**src/rtl/sram_seq_pkg.sv**
```systemverilog
package sram_seq_pkg;
  localparam int HOLD_W = 3;
  localparam int CFG_W  = 8;
  localparam logic [CFG_W-1:0] CFG_RST  = 8'h81;
  localparam logic [CFG_W-1:0] CFG_MASK = 8'hF7;
  localparam int B_DIV     = 0;
  localparam int B_SU_A    = 1;
  localparam int B_SU_B    = 2;
  localparam int B_HOLD    = 4;
  localparam int B_DIV_SPC = 7;

  typedef enum logic [2:0] {
    PH_IDLE, PH_SETUP, PH_STROBE, PH_RELEASE, PH_GAP
  } phase_e;

  typedef struct packed {
    logic              div2;
    logic              setup;
    logic [HOLD_W-1:0] hold;
  } acc_cfg_t;
endpackage

```
**src/rtl/sram_seq_cfg.sv**
```systemverilog
module sram_seq_cfg
  import sram_seq_pkg::*;
#(
  parameter int AREA_W    = 4,
  parameter int SPC_AREA  = 9,
  parameter int SU_AREA_A = 4,
  parameter int SU_AREA_B = 11
) (
  input  logic              clk_i,
  input  logic              rst_ni,
  input  logic              we_i,
  input  logic [31:0]       wdata_i,
  output logic [31:0]       rdata_o,
  input  logic [AREA_W-1:0] area_i,
  output acc_cfg_t          cfg_o
);
  logic [CFG_W-1:0] reg_q;
  logic             unused_wdata;
  logic             is_spc;

  assign unused_wdata = ^wdata_i[31:CFG_W];

  always_ff @(posedge clk_i or negedge rst_ni) begin
    if (!rst_ni)   reg_q <= CFG_RST;
    else if (we_i) reg_q <= wdata_i[CFG_W-1:0] & CFG_MASK;
  end

  assign rdata_o = {{(32-CFG_W){1'b0}}, reg_q};

  assign is_spc = (area_i == AREA_W'(SPC_AREA));

  always_comb begin
    cfg_o.div2  = is_spc ? reg_q[B_DIV_SPC] : reg_q[B_DIV];
    cfg_o.setup = ((area_i == AREA_W'(SU_AREA_A)) && !reg_q[B_SU_A]) ||
                  ((area_i == AREA_W'(SU_AREA_B)) && !reg_q[B_SU_B]);
    cfg_o.hold  = is_spc ? reg_q[B_HOLD +: HOLD_W] : '0;
  end
endmodule

```
**src/rtl/sram_seq_tick.sv**
```systemverilog
module sram_seq_tick #(
  parameter int MAX_DIV = 2
) (
  input  logic clk_i,
  input  logic rst_ni,
  input  logic restart_i,
  input  logic div2_i,
  output logic tick_o
);
  localparam int CNT_W = (MAX_DIV > 1) ? $clog2(MAX_DIV) : 1;

  logic [CNT_W-1:0] cnt_q;
  logic [CNT_W-1:0] lim;

  assign lim    = div2_i ? CNT_W'(1) : '0;
  assign tick_o = (cnt_q == lim);

  // divider phase restarts with each accepted access
  always_ff @(posedge clk_i or negedge rst_ni) begin
    if (!rst_ni)        cnt_q <= '0;
    else if (restart_i) cnt_q <= '0;
    else if (tick_o)    cnt_q <= '0;
    else                cnt_q <= cnt_q + CNT_W'(1);
  end
endmodule

```
**src/rtl/sram_seq_fsm.sv**
```systemverilog
module sram_seq_fsm
  import sram_seq_pkg::*;
#(
  parameter int AREA_W = 4,
  parameter int ADDR_W = 20,
  parameter int DATA_W = 16
) (
  input  logic              clk_i,
  input  logic              rst_ni,
  input  logic              req_valid_i,
  input  logic [AREA_W-1:0] req_area_i,
  input  logic              req_write_i,
  input  logic [ADDR_W-1:0] req_addr_i,
  input  logic [DATA_W-1:0] req_wdata_i,
  input  acc_cfg_t          cfg_i,
  input  logic              tick_i,
  input  logic [DATA_W-1:0] din_i,
  output logic              accept_o,
  output logic              div2_o,
  output phase_e            phase_o,
  output logic [AREA_W-1:0] area_o,
  output logic              write_o,
  output logic [ADDR_W-1:0] addr_o,
  output logic [DATA_W-1:0] dout_o,
  output logic [DATA_W-1:0] rdata_o,
  output logic              rdata_valid_o
);
  phase_e            phase_q;
  acc_cfg_t          snap_q;
  logic [HOLD_W-1:0] gap_q;

  assign accept_o = req_valid_i && (phase_q == PH_IDLE);

  always_ff @(posedge clk_i or negedge rst_ni) begin
    if (!rst_ni) begin
      phase_q       <= PH_IDLE;
      snap_q        <= '0;
      gap_q         <= '0;
      area_o        <= '0;
      write_o       <= 1'b0;
      addr_o        <= '0;
      dout_o        <= '0;
      rdata_o       <= '0;
      rdata_valid_o <= 1'b0;
    end else begin
      rdata_valid_o <= 1'b0;
      if (accept_o) begin
        phase_q <= cfg_i.setup ? PH_SETUP : PH_STROBE;
        snap_q  <= cfg_i;
        area_o  <= req_area_i;
        write_o <= req_write_i;
        addr_o  <= req_addr_i;
        dout_o  <= req_wdata_i;
      end else if (tick_i) begin
        unique case (phase_q)
          PH_SETUP:  phase_q <= PH_STROBE;
          PH_STROBE: begin
            phase_q <= PH_RELEASE;
            if (!write_o) begin
              rdata_o       <= din_i;
              rdata_valid_o <= 1'b1;
            end
          end
          PH_RELEASE: begin
            if (!write_o && (snap_q.hold != '0)) begin
              phase_q <= PH_GAP;
              gap_q   <= snap_q.hold;
            end else begin
              phase_q <= PH_IDLE;
            end
          end
          PH_GAP: begin
            if (gap_q == HOLD_W'(1)) phase_q <= PH_IDLE;
            gap_q <= gap_q - HOLD_W'(1);
          end
          default: phase_q <= PH_IDLE;
        endcase
      end
    end
  end

  assign div2_o  = snap_q.div2;
  assign phase_o = phase_q;
endmodule

```
**src/rtl/sram_seq.sv**
```systemverilog
module sram_seq
  import sram_seq_pkg::*;
#(
  parameter int AREA_W    = 4,
  parameter int ADDR_W    = 20,
  parameter int DATA_W    = 16,
  parameter int SPC_AREA  = 9,
  parameter int SU_AREA_A = 4,
  parameter int SU_AREA_B = 11
) (
  input  logic                     clk_i,
  input  logic                     rst_ni,
  input  logic                     reg_we_i,
  input  logic [31:0]              reg_wdata_i,
  output logic [31:0]              reg_rdata_o,
  input  logic                     req_valid_i,
  input  logic [AREA_W-1:0]        req_area_i,
  input  logic                     req_write_i,
  input  logic [ADDR_W-1:0]        req_addr_i,
  input  logic [DATA_W-1:0]        req_wdata_i,
  output logic                     busy_o,
  output logic                     bclk_o,
  output logic [(1<<AREA_W)-1:0]   ce_no,
  output logic                     rd_no,
  output logic                     wr_no,
  output logic [ADDR_W-1:0]        addr_o,
  output logic [DATA_W-1:0]        dout_o,
  output logic                     dout_en_o,
  input  logic [DATA_W-1:0]        din_i,
  output logic [DATA_W-1:0]        rdata_o,
  output logic                     rdata_valid_o
);
  localparam int NUM_AREA = 1 << AREA_W;

  acc_cfg_t          cfg;
  logic              accept;
  logic              div2;
  logic              tick;
  phase_e            phase;
  logic [AREA_W-1:0] area_q;
  logic              write_q;
  logic              ce_act;
  logic              strobe;

  sram_seq_cfg #(
    .AREA_W(AREA_W), .SPC_AREA(SPC_AREA),
    .SU_AREA_A(SU_AREA_A), .SU_AREA_B(SU_AREA_B)
  ) u_cfg (
    .clk_i(clk_i), .rst_ni(rst_ni), .we_i(reg_we_i), .wdata_i(reg_wdata_i),
    .rdata_o(reg_rdata_o), .area_i(req_area_i), .cfg_o(cfg)
  );

  sram_seq_tick #(.MAX_DIV(2)) u_tick (
    .clk_i(clk_i), .rst_ni(rst_ni), .restart_i(accept), .div2_i(div2),
    .tick_o(tick)
  );

  sram_seq_fsm #(.AREA_W(AREA_W), .ADDR_W(ADDR_W), .DATA_W(DATA_W)) u_fsm (
    .clk_i(clk_i), .rst_ni(rst_ni), .req_valid_i(req_valid_i),
    .req_area_i(req_area_i), .req_write_i(req_write_i),
    .req_addr_i(req_addr_i), .req_wdata_i(req_wdata_i), .cfg_i(cfg),
    .tick_i(tick), .din_i(din_i), .accept_o(accept), .div2_o(div2),
    .phase_o(phase), .area_o(area_q), .write_o(write_q), .addr_o(addr_o),
    .dout_o(dout_o), .rdata_o(rdata_o), .rdata_valid_o(rdata_valid_o)
  );

  assign busy_o    = (phase != PH_IDLE);
  assign ce_act    = (phase == PH_SETUP) || (phase == PH_STROBE) ||
                     (phase == PH_RELEASE);
  assign strobe    = (phase == PH_STROBE);
  assign rd_no     = !(strobe && !write_q);
  assign wr_no     = !(strobe && write_q);
  assign dout_en_o = write_q && ((phase == PH_SETUP) || strobe);
  assign bclk_o    = clk_i;

  for (genvar a = 0; a < NUM_AREA; a++) begin : g_ce
    assign ce_no[a] = !(ce_act && (area_q == AREA_W'(a)));
  end
endmodule

```
**config.mk**
```make
export PLATFORM = sky130hd
export DESIGN_NAME = sram_seq
export DESIGN_NICKNAME = d
export VERILOG_FILES = /design/src/rtl/sram_seq_pkg.sv /design/src/rtl/sram_seq_cfg.sv /design/src/rtl/sram_seq_tick.sv /design/src/rtl/sram_seq_fsm.sv /design/src/rtl/sram_seq.sv
export SDC_FILE = /design/constraint.sdc
export NUM_CORES = 1
export LEC_CHECK = 0
export ABC_AREA = 1
export CAP_MARGIN = 10
export CELL_PAD_IN_SITES_DETAIL_PLACEMENT = 2
export CELL_PAD_IN_SITES_GLOBAL_PLACEMENT = 2
export CORE_ASPECT_RATIO = 0.6
export CORE_MARGIN = 2
export CORE_UTILIZATION = 22
export CTS_BUF_LIST = sky130_fd_sc_hd__clkbuf_8
export DETAILED_ROUTE_END_ITERATION = 6
export PLACE_DENSITY_LB_ADDON = 0.1
export SLEW_MARGIN = 30
export SYNTH_ARGS = -nofsm -noshare
export SYNTH_HDL_FRONTEND = slang
export SYNTH_SLANG_ARGS = --single-unit
```
**constraint.sdc**
```tcl
create_clock -name clk_i -period 2.6 [get_ports clk_i]
set_clock_uncertainty 0.15 [all_clocks]
set_input_delay 0.65 -clock clk_i [delete_from_list [all_inputs] [get_ports clk_i]]
set_output_delay 0.65 -clock clk_i [all_outputs]
set_load 0.03 [all_outputs]
```
# Word level (Yosys, flattened, before mapping)
# Index checks and enable logic that the tools add are counted.
# W data, S select, Z words.
# op_classes
addsub,2
n_eq_ne,26
n_mux,17
bitwise,2
n_reduce_logical,56
# op_table
operator,count
$eq A4 B4 Y1 const B,10
$logic_and A1 B1 Y1,23
$logic_not A1 Y1,21
$eq A4 B3 Y1 const B,5
$mux W3,6
$pmux W3 S4,1
$eq A4 B2 Y1 const B,2
$mux W1,8
$reduce_and A4 Y1,2
$eq A3 B1 Y1 const B,2
$eq A3 B2 Y1 const B,2
$pmux W3 S2,1
$reduce_bool A3 Y1,2
$eq A4 B1 Y1 const B,1
$logic_not A4 Y1,1
$reduce_bool A2 Y1,2
$eq A3 B3 Y1 const B,1
$logic_not A3 Y1,1
$logic_or A1 B1 Y1,3
$ne A3 B2 Y1 const B,1
$sub A3 B1 Y3 const B,1
$mux W2,1
$ne A2 B1 Y1 const B,1
$not A1 Y1,2
3 further kinds,3
# totals
register_bits,76
input_bits,93
output_inout_bits,106
elab_cells,115

# Longest topological paths before layout
# logic_depth
word_depth,6
ltp_mapped,8

# Modules after synthesis
# Synthesis repeated with hierarchy kept, for this count alone.
# unflattened
cells_unflattened,467
area_unflattened_um2,3649.8
# by_module_without_submodules
module,n_inst,cells_per_inst,area_per_inst_um2,seq_area_each_um2
sram_seq_fsm,1,332,2813.9,1701.6
sram_seq_cfg,1,71,540.5,177.7
sram_seq,1,59,244.0,0.0
sram_seq_tick,1,5,51.3,25.0

==> results.json <==
{
  "drt-wirelength-per-cell_um": 15.60,
  "final_common_cell": "nand2_1",
  "r2r_start": "u_fsm.phase_o[0]$_DFFE_PN0P_",
  "synth_area_leaders": "dfrtp_1 53%, nand2_1 24%, buf_4 6.4%, inv_1 2.8%, buf_6 1.9%",
  "cp.required_ns": 1.80,
  "grt_pass1_wl_um": 19670,
  "io_pins": 199,
  "slowest_delay_ns": 0.27,
  "finalCritPeriodShare": 0.9968,
  "nFillCells": 1729,
  "synth.distinct_cells": 24,
  "setup_viol": 0,
  "startpoint": "clk_i",
  "finalWirelength_um": 12310,
  "cp_slowest_cell": "clkdlybuf4s15_2",
  "clkTransAtPathRegs_ns": 0.08,
  "grt_pass1_vias": 3617,
  "rows": 35,
  "start_kind": "clock port",
  "drive_gt1_frac": 0.1229,
  "ff2ff_setup_slack_ns": 0.71,
  "syn_inst": 423,
  "yosys.area.top_type": "dfrtp_1",
  "power_density_nw_per_um2": 1272,
  "slew_viol_final": 0,
  "holdCritPathClass": "reg2reg",
  "ys_ff_latch": 76,
  "synth_warnings": 0,
  "drt-pass1-iter-count": 4,
  "dr_total_vias": 3223,
  "peakVddDrop_mv": 0.5006,
  "antenna_left": 0,
  "nets": 677,
  "yosysTopAreaCellShare": 0.5284,
  "port_buffers": 148,
  "r2r_cells": 6,
  "insertion_delay_ns": 0.45,
  "globalplace.congestion": 0.7223,
  "start_util": 0.2267,
  "die_area_um2": 16990,
  "path_cells": "clkbuf_8 > clkbuf_8 > clkdlybuf4s15_2",
  "cp_max_fo": 2,
  "netlist_area_um2": 3505,
  "die_x_um": 166.9,
  "avgSynthCellArea_um2": 8.285,
  "rsz0062_at_grt": "yes",
  "cp_data_arrival_time_ns": 1.79,
  "dp_hpwl_um": 9387,
  "syn_to_final_growth_pct": 53.23,
  "status": "completed",
  "antennaDiodeCount": 0,
  "post_drt_via_cell_ratio": 4.085,
  "timing_worst_setup_path_type": "clk2out",
  "final_cell_mix": "225 x nand2_1, 126 x clkdlybuf4s50_1, 73 x dfrtp_1",
  "fin_crit_ns": 2.592,
  "hold_violations": 0,
  "power_mw": 6.832,
  "core_um2": 15460,
  "grt_util_all_layers": 0.1498,
  "grt_antenna_before_repair": 0,
  "r2r-end": "u_fsm.write_o$_DFFE_PN0P_",
  "max_clock_freq_mhz": 387.5,
  "leakagePower_nw": 2.629,
  "maxCapViolCount": 0,
  "cpMostUsedCell": "clkbuf_8",
  "drc_errors": 0,
  "yosysSeqAreaShare": 0.5434,
  "cts_tree": "built",
  "grt_start_max_net_pins": 49,
  "end_kind": "output port",
  "drt-initial-drc-count": 103,
  "die_y_um": 101.8,
  "cp-endpoint": "bclk_o",
  "grt_overflow_total": 0,
  "fin_setup_tns_ns": 0
}
[layout make-up]
class / count / area, um^2 / area share
Clock buffer: 13 / 176.4 / 0.03285
Sequential cell: 76 / 1906 / 0.3548
Tap cell: 203 / 254.0 / 0.04730
Timing Repair Buffer: 157 / 1519 / 0.2829
Inverter: 31 / 118.9 / 0.02213
Multi-Input combinational cell: 302 / 1305 / 0.2430
Clock inverter: 7 / 91.34 / 0.01701
[cells in the mapped netlist, drive strengths merged]
cell type	number
ha	3
o22ai	3
clkbuf	1
o21ai	14
nand2	226
mux2	3
buf	37
conb	1
dfrtp	74
nand3	13
a21oi	1
inv	31
nor2	12
nor3	2
dfstp	2
[critical path: cells and delay by family]
kind	cells	cell delay [ns]
buffers and inverters	3	0.49
[kinds of logic after synthesis]
logic type / count (synthesis) / synth area share
simple gates: 253 / 0.2863
flops: 76 / 0.5434
buf+inv: 69 / 0.1200
fa+ha+maj: 3 / 0.01071
mux: 3 / 0.009639
other cells: 1 / 0.001070
compound gates: 18 / 0.02892
[routing by layer]
| metal | GRT usage | wire [um] | vias to the layer above |
|---|---|---|---|
| met5 | 0 | 0 | - |
| met4 | 0.03581 | 78 | 0 |
| met3 | 0.06448 | 1030 | 7 |
| met2 | 0.2251 | 5349 | 97 |
| met1 | 0.2000 | 5851 | 1574 |
| li1 | - | - | 1545 |
[power by group]
part,switching [mW],internal (mW)
Clock,0.535,0.657
Combinational,2.33,1.31
Sequential,0.317,1.69
[timing repair]
| action | CTS | global route |
|---|---|---|
| pin swaps | 1 | 1 |
| hold endpoints to repair | 26 | 0 |
| hold buffers | 1 | 0 |
| endpoints found under the setup margin | 21 | 12 |
| resized for setup | 68 | 19 |
| setup buffers | 1 | 1 |
[flip-flops by register name, summed over array words and instances, names as in the netlist]
signal / flops
u_cfg.reg_q: 7
u_fsm.addr_o: 20
u_fsm.area_o: 4
u_fsm.div2_o: 1
u_fsm.dout_o: 16
u_fsm.gap_q: 3
u_fsm.phase_o: 3
u_fsm.rdata_o: 16
u_fsm.rdata_valid_o: 1
u_fsm.snap_q: 3
u_fsm.write_o: 1
u_tick.cnt_q: 1
[worst min path at each step]
stage | startpoint | endpoint | slack, ns | depth (start not counted)
finish | u_fsm.gap_q[1]$_DFFE_PN0P_ | u_fsm.gap_q[1]$_DFFE_PN0P_ | 0.34 | 2
global route | u_fsm.gap_q[1]$_DFFE_PN0P_ | u_fsm.gap_q[1]$_DFFE_PN0P_ | 0.36 | 2
CTS | u_fsm.gap_q[1]$_DFFE_PN0P_ | u_fsm.gap_q[1]$_DFFE_PN0P_ | 0.34 | 2
detailed placement | u_fsm.gap_q[1]$_DFFE_PN0P_ | u_fsm.gap_q[1]$_DFFE_PN0P_ | 0.32 | 2
global placement | u_fsm.gap_q[1]$_DFFE_PN0P_ | u_fsm.gap_q[1]$_DFFE_PN0P_ | 0.31 | 2
floorplan | rst_ni | u_cfg.reg_q[1]$_DFFE_PN0P_ | 0.20 | 0
[through the flow]
stage               hold slack, ns  instance area (um^2)  utilization  std cells  worst slack [ns]
floorplan                   0.2044                  3595            -        447            0.3550
global placement            0.3094                  5091       0.3293        767          -0.06416
detailed placement          0.3187                  5091       0.3293        767          -0.06416
CTS                         0.3388                  5414       0.3502        788          -0.09983
global route                0.3648                  5370       0.3474        789          -0.07715
finish                      0.3385                  5370       0.3474        789          0.008258
No activity file was read; power rests on OpenSTA's default activity.
